**src/rtl/srf_pkg.sv**
```systemverilog
package srf_pkg;
  localparam int unsigned OP_W = 3;
  localparam int unsigned FLAG_N_BITS = 4;

  typedef enum logic [OP_W-1:0] {
    OP_ASR  = 3'd0,
    OP_LSL  = 3'd1,
    OP_LSR  = 3'd2,
    OP_ROL  = 3'd3,
    OP_ROR  = 3'd4,
    OP_SWAP = 3'd5,
    OP_RSV6 = 3'd6,
    OP_RSV7 = 3'd7
  } srf_op_e;

  // Mask bit positions {V,N,Z,C}
  localparam int unsigned FB_C = 0;
  localparam int unsigned FB_Z = 1;
  localparam int unsigned FB_N = 2;
  localparam int unsigned FB_V = 3;
endpackage

```
**src/rtl/srf_shift_core.sv**
```systemverilog
module srf_shift_core
  import srf_pkg::*;
#(
  parameter int unsigned WIDTH = 8
) (
  input  logic [WIDTH-1:0] opnd,
  input  logic             cin,
  input  srf_op_e          op,
  output logic [WIDTH-1:0] res,
  output logic             cout,
  output logic             upd
);
  localparam int unsigned HALF = WIDTH / 2;

  logic             fill_hi;
  logic             fill_lo;
  logic [WIDTH-1:0] move_dn;
  logic [WIDTH-1:0] move_up;
  logic [WIDTH-1:0] swapped;

  // Bit entering at the top on right moves, at the bottom on left moves
  always_comb begin
    unique case (op)
      OP_ASR:  fill_hi = opnd[WIDTH-1];
      OP_ROR:  fill_hi = cin;
      default: fill_hi = 1'b0;
    endcase
    fill_lo = (op == OP_ROL) ? cin : 1'b0;
  end

  for (genvar i = 0; i < WIDTH; i++) begin : g_lane
    if (i == WIDTH - 1) begin : g_top
      assign move_dn[i] = fill_hi;
    end else begin : g_mid_dn
      assign move_dn[i] = opnd[i+1];
    end
    if (i == 0) begin : g_bot
      assign move_up[i] = fill_lo;
    end else begin : g_mid_up
      assign move_up[i] = opnd[i-1];
    end
  end

  assign swapped = {opnd[HALF-1:0], opnd[WIDTH-1:HALF]};

  always_comb begin
    res  = opnd;
    cout = cin;
    upd  = 1'b0;
    unique case (op)
      OP_ASR, OP_LSR, OP_ROR: begin
        res  = move_dn;
        cout = opnd[0];
        upd  = 1'b1;
      end
      OP_LSL, OP_ROL: begin
        res  = move_up;
        cout = opnd[WIDTH-1];
        upd  = 1'b1;
      end
      OP_SWAP: res = swapped;
      default: ;
    endcase
  end
endmodule

```
**src/rtl/srf_flag_gen.sv**
```systemverilog
module srf_flag_gen
  import srf_pkg::*;
#(
  parameter int unsigned WIDTH = 8
) (
  input  logic [WIDTH-1:0]       res,
  input  logic                   cout,
  input  logic                   upd,
  output logic                   z,
  output logic                   n,
  output logic                   v,
  output logic [FLAG_N_BITS-1:0] we
);
  always_comb begin
    z  = ~|res;
    n  = res[WIDTH-1];
    v  = n ^ cout;
    we = {FLAG_N_BITS{upd}};
  end
endmodule

```
**src/rtl/srf_unit.sv**
```systemverilog
module srf_unit
  import srf_pkg::*;
#(
  parameter int unsigned WIDTH = 8
) (
  input  logic [WIDTH-1:0] opnd_i,
  input  logic             cin_i,
  input  logic [2:0]       op_i,
  output logic [WIDTH-1:0] res_o,
  output logic             flag_c_o,
  output logic             flag_z_o,
  output logic             flag_n_o,
  output logic             flag_v_o,
  output logic [3:0]       flag_we_o
);
  srf_op_e op_sel;
  logic    upd;

  assign op_sel = srf_op_e'(op_i);

  srf_shift_core #(.WIDTH(WIDTH)) u_core (
    .opnd (opnd_i),
    .cin  (cin_i),
    .op   (op_sel),
    .res  (res_o),
    .cout (flag_c_o),
    .upd  (upd)
  );

  srf_flag_gen #(.WIDTH(WIDTH)) u_flags (
    .res  (res_o),
    .cout (flag_c_o),
    .upd  (upd),
    .z    (flag_z_o),
    .n    (flag_n_o),
    .v    (flag_v_o),
    .we   (flag_we_o)
  );
endmodule

```
**config.mk**
```make
export PLATFORM = sky130hd
export DESIGN_NAME = srf_unit
export DESIGN_NICKNAME = d
export VERILOG_FILES = /design/src/rtl/srf_pkg.sv /design/src/rtl/srf_shift_core.sv /design/src/rtl/srf_flag_gen.sv /design/src/rtl/srf_unit.sv
export SDC_FILE = /design/constraint.sdc
export NUM_CORES = 1
export LEC_CHECK = 0
export CELL_PAD_IN_SITES_DETAIL_PLACEMENT = 1
export CELL_PAD_IN_SITES_GLOBAL_PLACEMENT = 1
export CORE_MARGIN = 2
export CORE_UTILIZATION = 27
export DETAILED_ROUTE_END_ITERATION = 10
export GPL_TIMING_DRIVEN = 0
export PLACE_DENSITY = 0.93
export SKIP_LAST_GASP = 1
export SLEW_MARGIN = 20
export SYNTH_ARGS = -nofsm -noshare
export SYNTH_HDL_FRONTEND = slang
export SYNTH_SLANG_ARGS = --single-unit
```
**constraint.sdc**
```tcl
create_clock -name vclk -period 5.32
set_input_delay 1.596 -clock vclk [all_inputs]
set_output_delay 1.596 -clock vclk [all_outputs]
set_load 0.01 [all_outputs]
```
======== Word level (Yosys, flattened, before mapping) ========
Index checks and enable logic that the tools add are counted.
word-level totals
  bits of input ports ..................... 12
  output and inout bits ................... 16
  word-level logic and storage cells ...... 17
  register bits ........................... 0
cells by class
  eq/ne operators ......................... 5
  bitwise logic cells ..................... 1
  mux-type cells .......................... 5
  reductions and logical operators ........ 6
operators with widths
  kind                                                              number
  8-bit case mux with 3 select lines                                1
  8-bit OR reduction                                                1
  3-bit by 2-bit == test with 1-bit output (second input constant)  2
  3-bit == test (second input constant)                             2
  5-bit OR reduction                                                1
  1-bit case mux with 2 select lines                                2
  3-bit by 1-bit == test with 1-bit output (second input constant)  1
  3-bit zero test                                                   1
  3-bit OR reduction                                                1
  1-bit two-way mux                                                 2
  2-bit OR reduction                                                1
  1-bit zero test                                                   1
  1-bit XOR                                                         1

======== Depth between registers and ports, before layout ========
  word-level depth ........................ 5
  depth in mapped cells ................... 7

======== By module ========
Synthesis repeated with hierarchy kept, for this count alone.
unflattened totals
  cells, all modules ...................... 53
  area, all modules ....................... 399.1 um2
by module, submodules not included
  module          sequential area each (um2)  cells an instance  area each (um2)  times used
  srf_shift_core  0.0                         44                 334.1            1
  srf_flag_gen    0.0                         9                  65.1             1

======== Least setup slack after synthesis ========
Ideal clock, no wire load.
  path type ............................... input port to output port
  start point ............................. in op_i[0]
  end point ............................... out flag_z_o
  data required time ...................... 3724 ps
  stages .................................. 6
  arrival time ............................ 2769 ps
  setup slack ............................. 955 ps
  buffers on the path ..................... 1
  cells stage by stage .................... buf_6 a21o_1 a221o_1 a22o_1 a221oi_2 and3_1
between the ends
  word-level cells in the longest chain between the ends .. 5
  elaborated cells on any way between the ends .. 13
RTL lines
  element                                                           line                                        RTL
  start, declared                                                   srf_unit.sv:8                               input logic [2:0] op_i,
  3-bit == test, or another cell as far along                       srf_shift_core.sv:23, srf_shift_core.sv:50
  1-bit case mux with 2 select lines, or another cell as far along  srf_shift_core.sv:23                        unique case (op)
  8-bit case mux with 3 select lines (*)                            srf_shift_core.sv:50                        unique case (op)
  8-bit OR reduction (*)                                            srf_flag_gen.sv:15                          z = ~|res;
  1-bit zero test (*)                                               srf_flag_gen.sv:15
  end, declared                                                     srf_unit.sv:11                              output logic flag_z_o,
Every way passes the cells marked *; elsewhere a longest branch is shown, timed or not.

======== Worst setup path after layout ========
Ends and elaborated chain as after synthesis.

==> run_results.csv <==
group,metric,value,unit
logic_synthesis,yosysSeqAreaShare,0,%
drt,drc,0,
layout,clkbuf_count,0,
timing,drv_slew,0,
floorplan,dieArea,1890,um^2
worst_setup_path,criticalPathCategory,"input pin to output pin",
worst_setup_path,cp.arrival,3.60,ns
worst_setup_path,cpPeakStageDelay,0.44,ns
power,p_per_area,111,nW/um^2
timing,fmax,192,MHz
logic_synthesis,synth_warnings,0,
drt,firstDrtPassIters,4,
floorplan,io_pins,28,
job,max-cap-violations,0,
floorplan,die_y,43.5,um
place,portBuffers,28,
layout,seq_area,0,um^2
timing,tightest_slew,0.344,ns
power,p_clk_share,0,%
timing,min_period_over_period,97.7,%
drt,drt_wl_total,1540,um
place,hpwlAfterDp,1220,um
drt,ant_nets,0,
layout,multi_input_area,369,um^2
grt,grt_usage,16.3,%
layout,syn_to_final_growth,76.9,%
grt,grt_max_degree,11,
logic_synthesis,synth_cell_types,27,
power,power_frac_seq,0,%
logic_synthesis,syn-cell-area,422,um^2
power,power_switching_share,43.8,%
floorplan,num_rows,14,
timing,timing.final.ws_setup,0.122,ns
drt,wire_per_inst,14.4,um
min_path,hold_class,"input pin to output pin",
floorplan,fp.dieW,43.5,um
place,place.gp.congestion,0.853,
power,report.power.total,0.0828,mW
power,ir_drop,39.6,uV
place,dp_worst_setup_slack,-0.174,ns
clock_network,hold_buffers,0,
layout,seq_cells,0,
grt,grt_overflow_total,0,
layout,antenna_cells,0,
grt,grt_pass1_vias,524,
layout,nFillCells,196,
timing,setup_viol,0,
layout,layout_commonest_cell,"clkdlybuf4s50_1",
power,combinationalPowerShare,100.0,%
worst_setup_path,cp_data_required_time,3.72,ns
power,switching_power,0.0363,mW
worst_setup_path,path_cells,"clkdlybuf4s50_1 > buf_6 > buf_6 > a21o_1 > a221oi_2 > nor2_1 > nor4_1 > and3_1 > dlygate4sd2_1",
timing,relSlewSlack,77.1,%
worst_setup_path,crit_path_end_kind,"output pin",
grt,grt_pass1_wl,2460,um
worst_setup_path,cp_max_fo,10,
power,power.leakage,0.318,nW
logic_synthesis,syn-instance-count,63,
timing,hold_viol,0,
timing,rsz0062_at_grt,"no",
layout,drive_above_1_share,16.5,%
layout,fin_nets,105,
timing,min_period,5.20,ns
power,internal_power,0.0465,mW
grt,antenna_found_initial,0,
worst_setup_path,cp_top_family,"buffers and inverters",
worst_setup_path,worst-path-buf-inv,4,
logic_synthesis,avgSynthCellArea,6.69,um^2
drt,routed_via_density,5.59,
drt,drt_iter0_drc,10,
worst_setup_path,crit_path_frequent_cell,"buf_6",
floorplan,initial_core_util,28.3,%
worst_setup_path,cpMaxStageDelayCell,"clkdlybuf4s50_1",
status,status,"complete, no violations",
floorplan,core,1490,um^2
worst_setup_path,worstSetupStartpointType,"input pin",
layout,layout_common_cells,"clkdlybuf4s50_1, nor2_1, nor2b_1",
drt,num_vias,598,
logic_synthesis,synth_nets,75,
-- area by class of cell --
class / count / share of cell area (%)
well taps: 16 / 2.68
multi-input cells: 52 / 49.5
inverters: 2 / 1.01
repair buffers: 28 / 37.4
plain buffers: 9 / 9.40
-- power groups by stage --
| stage | Clock (mW) | Sequential, mW | Combinational, mW |
|---|---|---|---|
| after floorplan | 0 | 0 | 0.0398 |
| after global placement | 0 | 0 | 0.0786 |
| after detailed placement | 0 | 0 | 0.0802 |
| after CTS | 0 | 0 | 0.0814 |
| after global routing | 0 | 0 | 0.0889 |
| final | 0 | 0 | 0.0828 |
-- final timing paths --
| path | start | to | slack, ns | cells past startpoint |
|---|---|---|---|---|
| worst max-delay path | op_i[0] | flag_z_o | 0.12 | 9 |
| worst min-delay path | opnd_i[2] | flag_z_o | 4.25 | 4 |
-- cell families (layout without fill, tap and decap cells) --
group	count (synthesis)	after routing	synth area share, %
AOI/OAI and AO/OA	25	25	47.8
xor gates and xnor gates	1	1	2.08
buffers and inverters	11	39	18.4
muxes	1	1	2.37
and+or+nand+nor	25	25	29.4
-- through the flow --
| stage | std cells | hold slack, ns | setup TNS (ns) | util [%] | instance area (um^2) |
|---|---|---|---|---|---|
| detailed placement | 107 | 4.32 | -0.188 | 48.5 | 722 |
| finish | 107 | 4.25 | 0 | 50.1 | 746 |
| global placement | 107 | 4.31 | -0.155 | 48.5 | 722 |
| CTS | 107 | 4.26 | 0 | 49.0 | 729 |
| global route | 107 | 4.29 | 0 | 50.1 | 746 |
| floorplan | 63 | 3.34 | 0 | - | 422 |
-- synth_stat cells (all sizes together) --
| master | number | area share, % |
|---|---|---|
| nand2b | 1 | 1.5 |
| buf | 9 | 17 |
| and2b | 1 | 1.8 |
| o22ai | 1 | 1.5 |
| inv | 2 | 1.8 |
| a221o | 4 | 9.5 |
| o21ai | 2 | 2.4 |
| and3 | 1 | 1.5 |
| o41ai | 1 | 2.1 |
| a221oi | 3 | 7.7 |
| o21a | 4 | 7.1 |
| a22o | 1 | 2.1 |
| nor3 | 1 | 1.2 |
| nor2 | 7 | 6.2 |
| mux2i | 1 | 2.4 |
| nor2b | 7 | 10 |
| a31oi | 2 | 3.0 |
| a21o | 5 | 8.9 |
| a21oi | 1 | 1.2 |
| nand2 | 6 | 5.3 |
| nor4 | 1 | 1.5 |
| xor2 | 1 | 2.1 |
| a222oi | 1 | 2.4 |
-- per-layer routing --
metal | track usage, % | part of all wire (%)
met1 | 20.8 | 45
met2 | 31.0 | 49
met3 | 1.67 | 6.0
met4 | 0 | 0
met5 | 0 | 0
-- repair_timing --
item,CTS,global route
buffers inserted,0,0
setup endpoints to repair,2,3
resized for setup,3,3
pin swaps,1,0
cloned,0,0
Note: power is estimated with default switching activity, not from simulation.
